$ cat src/rtl/dt_interlock_pkg.sv
package dt_interlock_pkg;

  // Requested switch states of one phase after priority decode.
  typedef struct packed {
    logic lo;
    logic hi;
  } leg_req_t;

  // Priority decode of one phase. kill covers shutdown and undervoltage.
  function automatic leg_req_t steer(input logic lo_cmd,
                                     input logic hi_cmd_n,
                                     input logic kill,
                                     input logic bypass);
    leg_req_t r;
    r.lo = 1'b0;
    r.hi = 1'b0;
    if (!kill) begin
      if (bypass) begin
        r.lo = lo_cmd;
        r.hi = ~hi_cmd_n;
      end else if (lo_cmd) begin
        r.lo = 1'b1;
      end else begin
        r.hi = ~hi_cmd_n;
      end
    end
    return r;
  endfunction

endpackage

$ cat src/rtl/dt_phase_steer.sv
module dt_phase_steer
  import dt_interlock_pkg::*;
(
  input  logic lo_cmd,
  input  logic hi_cmd_n,
  input  logic kill,
  input  logic bypass,
  output logic lo_req,
  output logic hi_req
);

  leg_req_t req;

  always_comb begin
    req    = steer(lo_cmd, hi_cmd_n, kill, bypass);
    lo_req = req.lo;
    hi_req = req.hi;
  end

  // Outside bypass, the decode never asks for both switches.
  always_comb begin
    if (!bypass) begin
      assert_req_exclusive_R3: assert (!(lo_req && hi_req))
        else $error("R3: both legs requested without bypass");
    end
  end

endmodule

$ cat src/rtl/dt_turnon_timer.sv
module dt_turnon_timer #(
  parameter int DW = 12
) (
  input  logic          clk,
  input  logic          rst_n,
  input  logic          req,
  input  logic          instant,
  input  logic [DW-1:0] dly,
  output logic          en
);

  logic [DW-1:0] cnt;
  logic          count_done;
  logic          turn_on_evt;

  // Number of edges already seen with the request present covers the delay.
  function automatic logic delay_met(input logic [DW-1:0] seen,
                                     input logic [DW-1:0] limit);
    return seen >= limit;
  endfunction

  assign count_done  = delay_met(cnt, dly);
  assign turn_on_evt = req && !en && (instant || count_done);

  always_ff @(posedge clk or negedge rst_n) begin
    if (!rst_n) begin
      en  <= 1'b0;
      cnt <= '0;
    end else if (!req) begin
      en  <= 1'b0;
      cnt <= '0;
    end else if (!en) begin
      if (turn_on_evt) en <= 1'b1;
      else             cnt <= cnt + 1'b1;
    end
  end

  assert_drop_now_R5: assert property (@(posedge clk) disable iff (!rst_n)
    !req |=> !en)
    else $error("R5: enable stayed high after request dropped");

  assert_rise_needs_req_R6: assert property (@(posedge clk) disable iff (!rst_n)
    $rose(en) |-> $past(req))
    else $error("R6: enable rose without a request");

  assert_hold_while_req_R6: assert property (@(posedge clk) disable iff (!rst_n)
    (en && req) |=> en)
    else $error("R6: enable fell while request held");

endmodule

$ cat src/rtl/bridge_deadtime_ctl.sv
module bridge_deadtime_ctl #(
  parameter int PHASES = 3,
  parameter int DW     = 12
) (
  input  logic              clk,
  input  logic              rst_n,
  input  logic [PHASES-1:0] hs_cmd_n,
  input  logic [PHASES-1:0] ls_cmd,
  input  logic              shut_dn,
  input  logic              uv_flag,
  input  logic              dt_bypass,
  input  logic [DW-1:0]     dt_cycles,
  output logic [PHASES-1:0] ls_on,
  output logic [PHASES-1:0] hs_on
);

  localparam int LEGS = 2 * PHASES;

  logic              kill_all;
  logic [PHASES-1:0] lo_req;
  logic [PHASES-1:0] hi_req;
  logic [LEGS-1:0]   leg_req;
  logic [LEGS-1:0]   leg_en;

  assign kill_all = shut_dn | uv_flag;
  assign leg_req  = {hi_req, lo_req};
  assign ls_on    = leg_en[PHASES-1:0];
  assign hs_on    = leg_en[LEGS-1:PHASES];

  for (genvar p = 0; p < PHASES; p++) begin : g_phase
    dt_phase_steer u_steer (
      .lo_cmd   (ls_cmd[p]),
      .hi_cmd_n (hs_cmd_n[p]),
      .kill     (kill_all),
      .bypass   (dt_bypass),
      .lo_req   (lo_req[p]),
      .hi_req   (hi_req[p])
    );

    assert_zero_dly_R7: assert property (@(posedge clk) disable iff (!rst_n)
      (dt_cycles == '0 && !dt_bypass && !kill_all && ls_cmd[p]) |=> (ls_on[p] && !hs_on[p]))
      else $error("R7: zero dead time did not turn low leg on at once");
  end

  for (genvar l = 0; l < LEGS; l++) begin : g_leg
    dt_turnon_timer #(.DW(DW)) u_timer (
      .clk     (clk),
      .rst_n   (rst_n),
      .req     (leg_req[l]),
      .instant (dt_bypass),
      .dly     (dt_cycles),
      .en      (leg_en[l])
    );
  end

  assert_shutdown_R1: assert property (@(posedge clk) disable iff (!rst_n)
    shut_dn |=> (ls_on == '0 && hs_on == '0))
    else $error("R1: enable high after shutdown");

  assert_undervolt_R2: assert property (@(posedge clk) disable iff (!rst_n)
    uv_flag |=> (ls_on == '0 && hs_on == '0))
    else $error("R2: enable high after undervoltage");

  assert_no_overlap_R3: assert property (@(posedge clk) disable iff (!rst_n)
    ((ls_on & hs_on) != '0) |-> $past(dt_bypass))
    else $error("R3: both legs of a phase on outside bypass");

  assert_bypass_follow_R8: assert property (@(posedge clk) disable iff (!rst_n)
    (dt_bypass && !kill_all) |=> (ls_on == $past(ls_cmd) && hs_on == ~$past(hs_cmd_n)))
    else $error("R8: bypass outputs do not follow commands");

  assert_reset_low_R10: assert property (@(posedge clk)
    !rst_n |-> (ls_on == '0 && hs_on == '0))
    else $error("R10: enable high in reset");

endmodule

$ cat config.mk
export PLATFORM = sky130hd
export DESIGN_NAME = bridge_deadtime_ctl
export DESIGN_NICKNAME = d
export VERILOG_FILES = /design/src/rtl/dt_interlock_pkg.sv /design/src/rtl/dt_phase_steer.sv /design/src/rtl/dt_turnon_timer.sv /design/src/rtl/bridge_deadtime_ctl.sv
export SDC_FILE = /design/constraint.sdc
export NUM_CORES = 1
export LEC_CHECK = 0
export BUFFER_PORTS_ARGS = -buffer_cell sky130_fd_sc_hd__buf_2
export CORE_MARGIN = 2
export CORE_UTILIZATION = 50
export DETAILED_ROUTE_END_ITERATION = 7
export PLACE_DENSITY_LB_ADDON = 0.08
export SYNTH_ARGS = -nofsm -noshare
export SYNTH_HDL_FRONTEND = slang
export SYNTH_SLANG_ARGS = --single-unit
$ cat constraint.sdc
create_clock -name clk -period 4.2 [get_ports clk]
set_clock_uncertainty 0.15 [all_clocks]
set_input_delay 0.84 -clock clk [delete_from_list [all_inputs] [get_ports clk]]
set_output_delay 0.84 -clock clk [all_outputs]
set_load 0.02 [all_outputs]
Word level (Yosys, flattened, before mapping)
Cells that the tools add are included.
{ "op_classes": {"addsub": 6, "n_mul": 0, "div_mod_pow": 0, "magnitude_cmp": 6, "eq_ne": 12, "n_shift": 0, "mux": 48, "n_bitwise": 4, "n_reduce_logical": 30} }
{ "ops": {"columns": ["operator", "count"], "rows": [
  ["2-to-1 mux 12 bit", 18],
  ["adder 12 x 1 -> 12 bit (second input constant)", 6],
  [">= comparator 12 bit", 6],
  ["2-to-1 mux 1 bit", 24],
  ["!= test 2 bit (second input constant)", 12],
  ["logical AND 1 bit", 12],
  ["2-to-1 mux 2 bit", 6],
  ["AND reduction 2 bit", 6],
  ["logical NOT 1 bit", 6],
  ["logical OR 1 bit", 6],
  ["NOT 1 bit", 3],
  ["bitwise OR 1 bit", 1]
]} }
{ "word_totals": {"regBits": 78, "latch_bits": 0, "ram_bits": 0, "romBits": 0, "input_bits": 23, "out_inout_bits": 6, "memories": 0} }

Logic depth before layout (Yosys ltp)
{ "depth": {"ltp_word": 9, "ltp_mapped": 10, "depth_no_buf": 8} }

Modules after synthesis
From an unflattened synthesis, not the netlist that was laid out.
{ "hier_totals": {"cells_unflattened": 688, "area_unflattened_um2": 6192.2} }
{ "modules_own_cells": {"columns": ["mod", "n_inst", "cells_each", "area_per_inst_um2", "seq_area_each_um2"], "rows": [
  ["dt_turnon_timer", 6, 113, 1019.7, 325.3],
  ["dt_phase_steer", 3, 3, 22.5, 0.0],
  ["bridge_deadtime_ctl", 1, 1, 6.3, 0.0]
]} }

Worst setup path before layout
No wires, ideal clock.
{ "synth_timing": {"path_kind": "input to register", "start": "in dt_cycles[9]", "end": "reg g_leg[0].u_timer.cnt[10]", "setup_ns": 0.078, "arrival_ns": 2.793, "t_required_ns": 3.972, "path_slack_ns": 1.179, "path_stages": 9, "n_path_buf": 1, "path_cell_list": "inv_1 > ha_1 > a21o_1 > a21o_1 > a2111oi_4 > o21ai_2 > buf_6 > or4_1 > a21oi_1"} }
{ "synth_between": {"elab_chain_cells": 5} }
{ "synth_lines": {"columns": ["element", "line", "source"], "rows": [
  ["from (decl)", "bridge_deadtime_ctl.sv:12", "input logic [DW-1:0] dt_cycles,"],
  [">= comparator 12 bit", "dt_turnon_timer.sv:19", "return seen >= limit;"],
  ["logical OR 1 bit", "dt_turnon_timer.sv:23", "assign turn_on_evt = req && !en && (instant || count_done);"],
  ["logical AND 1 bit", "dt_turnon_timer.sv:23", null],
  ["!= test 2 bit (no source line)", null, null],
  ["AND reduction 2 bit (no source line)", null, null],
  ["to (signal assigned)", "dt_turnon_timer.sv:34", "else cnt <= cnt + 1'b1;"],
  ["to (decl)", "dt_turnon_timer.sv:12", "logic [DW-1:0] cnt;"]
]} }
Every way passes these cells.
A chain may end at the register's enable or synchronous reset.

Final worst setup path
{ "layout_timing": {"start": "in dt_cycles[9]", "end": "reg g_leg[4].u_timer.cnt[7]"} }
{ "layout_between": {"elab_chain_cells": 5} }
{ "layout_lines": {"columns": ["element", "line"], "rows": [
  [">= comparator 12 bit", "dt_turnon_timer.sv:19"],
  ["logical OR 1 bit", "dt_turnon_timer.sv:23"],
  ["logical AND 1 bit", "dt_turnon_timer.sv:23"],
  ["!= test 2 bit (no source line)", null],
  ["AND reduction 2 bit (no source line)", null],
  ["to (signal assigned)", "dt_turnon_timer.sv:34"],
  ["to (decl)", "dt_turnon_timer.sv:12"]
]} }
Every way passes these cells.

==> summary.md <==
| Metric | Value |
|---|---|
| Clk sink count | `78` |
| Critical Path AT | `3.28 ns` |
| Area of the multi-input gates | `3530 µm²` |
| Vias per cell | `6.09` |
| Synth Warn # | `0` |
| CTS Buffer Depth | `2` |
| CTS tree | `done` |
| Outcome | `finished, final reports clean` |
| Endpoints failing setup | `0` |
| Area leader, netlist | `dfrtp_1` |
| Net Sw Frac | `25.5%` |
| Setup TNS | `0 ns` |
| Slew HR | `33.3%` |
| Flops & latches, synth | `78` |
| Metal1 wirelength | `6.73 mm` |
| PortBufs | `28` |
| Clk pwr share | `46.9%` |
| Die area | `12300 µm²` |
| Via count | `4838` |
| Pint | `1280 µW` |
| Num rows | `39` |
| # diodes | `0` |
| Synth cell types | `48` |
| CTS Hold Bufs | `0` |
| GRT Total Usage | `23.9%` |
| DR top layer | `met4` |
| Max Cap Viol | `0` |
| Hold Vio Cnt, Final | `0` |
| Routed WL | `14.1 mm` |
| Gate power share | `8.9%` |
| Clk pin slew, worst setup/hold paths | `0.06 ns` |
| Overflow after GRT | `0` |
| Antenna Nets Post-Route | `0` |
| WL met2 | `6.73 mm` |
| Fraction of layout cells with a size suffix above 1 | `8.14%` |
| WL per Instance | `17.7 µm` |
| PostCTS Resize Cnt | `0` |
| Initial drt markers | `240` |
| Max FO, Critical Path | `13` |
| Core Footprint | `11300 µm²` |
| LEAKAGE | `0.00280 µW` |
| Drc violations | `0` |
| FMAX | `0.318 GHz` |
| CP startpoint kind | `input pin` |
| Max Transition Viols Final | `0` |
| Switching power total | `438 µW` |
| Largest net degree at the start of global routing | `79` |
| DP HPWL | `9.99 mm` |
| Period utilization | `74.8%` |
| Clock Latency Late Sink | `0.35 ns` |
| Metal3 WL | `328 µm` |
| Net count after synthesis | `733` |
| Pre-antenna DRT Iters | `5` |
| Mapped cell area | `5720 µm²` |
| Vias in the first global route | `4620` |
| Nets | `747` |
| GPL Wtd Cong | `0.828` |
| Crit Path Category | `in -> reg` |
| Share of the synthesized area in the top cell type | `34.1%` |
| Sequential share of power | `44.2%` |
| Root Buffer | `clkbuf_16` |
| Syn avg cell area | `9.05 µm²` |
| Filler Cell Count | `1036` |
| Die width | `111 µm` |
| Peak supply drop | `0.000223 V` |
| Cells after Synth | `632` |
| Cts bufs inserted | `9` |
| Layout Area Growth over Synthesis | `8.75%` |
| Predominant post-synthesis flop cell | `dfrtp_1` |
| Tightest Hold Check Type | `reg -> reg` |
| H-tree levels | `3` |
| First-pass GRT wire length | `23.5 mm` |
| Non-filler instance count after layout | `794` |
| Initial Utilization | `50.7%` |
| Placed cell count | `778` |
| Reg area | `1950 µm²` |
| EDFF count, synth | `0` |
| Fin crit period | `3.14 ns` |
| Worst Tran Pin Value | `1.00 ns` |
| Die Y-Extent | `111 µm` |
| I/O Pins | `29` |
| Sequential area share after synthesis | `34.1%` |
| Pwr dens | `276 nW/µm²` |
| Initial antenna violation count | `0` |
| Synth area leaders | `dfrtp_1 (34%), ha_1 (17%), a21oi_1 (5.2%)` |
| Top cells by count, synth | `dfrtp_1 (78), ha_1 (78), a21oi_1 (59)` |
| Async S/R FF share, synth | `100%` |
| Crit. End Element | `flip-flop` |
| RSZ-0062 raised after global routing | `no` |
| Setup bufs post-CTS | `0` |
| Req. time, crit path | `4.33 ns` |
==> registers in the layout, indices dropped and copies added, names as in the netlist <==
name	cells
g_leg.u_timer.cnt	72
g_leg.u_timer.en	6
==> critical path: stages <==
cell,delay [ns]
buf_2,0.10
inv_1,0.27
ha_1,0.32
a21o_1,0.18
a21o_1,0.21
a2111oi_4,0.49
o21ai_2,0.27
or4_1,0.53
nand2_1,0.08
==> logic make-up (layout without fill, tap and decap cells) <==
family | count (synthesis) | in the layout | share of synthesized area, %
multiplexers | 6 | 6 | 1.05
AO/OA/AOI/OAI | 170 | 170 | 20.0
buffers and inverters | 54 | 73 | 4.11
adder cells (fa/ha/maj) | 78 | 78 | 17.1
flip-flops | 78 | 78 | 34.1
XOR/XNOR | 15 | 15 | 2.30
AND/OR/NAND/NOR | 231 | 231 | 21.3
==> cells in the final DEF, fill, tap and decap left out, types with 9 or more instances in the layout <==
cell type  netlist  routed
dfrtp_1         78      78
nor2_1          40      40
o31ai_1         24      24
ha_1            78      78
a21oi_1         59      59
nand2b_1         9       9
clkbuf_16        0       9
or4_1           31      31
nand2_1         56      56
nand4_1         17      17
nand3_1         22      22
a21o_1          17      17
or3_1           11      11
o21ai_0         22      22
inv_1           28      28
and2_1           9       9
a211oi_1        10      10
and3_1          11      11
o211ai_1        11      11
buf_2            2      27
xnor2_1         12      12
==> metrics by stage <==
step	util [%]	cell area, µm²	setup WS, ns	hold slack (ns)	power, µW
floorplan	-	5720	1.18	0.352	866
global placement	52.5	5920	0.759	0.387	922
detailed placement	52.5	5920	0.718	0.393	927
CTS	55.2	6220	1.08	0.405	1740
global route	55.2	6220	0.870	0.441	1780
finish	55.2	6220	1.06	0.405	1710
==> worst paths after layout <==
kind	from	end	slack [ns]	cells after the start
max	dt_cycles[9]	g_leg[4].u_timer.cnt[7]	1.06	9
max in group asynchronous	rst_n	g_leg[1].u_timer.cnt[3]	2.74	1
min reg2reg	g_leg[1].u_timer.cnt[11]	g_leg[1].u_timer.cnt[11]	0.41	2
min in group asynchronous	rst_n	g_leg[4].u_timer.cnt[9]	0.52	1
min	g_leg[1].u_timer.cnt[11]	g_leg[1].u_timer.cnt[11]	0.41	2
max reg2reg	g_leg[0].u_timer.cnt[0]	g_leg[0].u_timer.cnt[11]	1.44	8
==> power groups by stage <==
stage | Sequential [µW] | Combinational (µW) | Clock, µW
floorplan | 771 | 95.4 | 0
global placement | 772 | 150 | 0
detailed placement | 772 | 155 | 0
CTS | 758 | 156 | 821
global route | 758 | 175 | 849
finish | 758 | 153 | 803
==> per-layer routing <==
| metal | track usage, % | vias to the layer above |
|---|---|---|
| li1 | - | 2419 |
| met1 | 32.4 | 2327 |
| met2 | 39.3 | 72 |
| met3 | 3.01 | 20 |
| met4 | 9.25 | 0 |
| met5 | 0 | - |
==> final cells by class <==
| type | instances | area share, % |
|---|---|---|
| Clock buffer | 11 | 3.90 |
| Multi-Input combinational cell | 500 | 56.8 |
| Clock inverter | 5 | 0.945 |
| Tap cell | 143 | 2.88 |
| Timing Repair Buffer | 29 | 2.41 |
| Inverter | 28 | 1.69 |
| Sequential cell | 78 | 31.4 |
(Power assumes the default switching activity.)
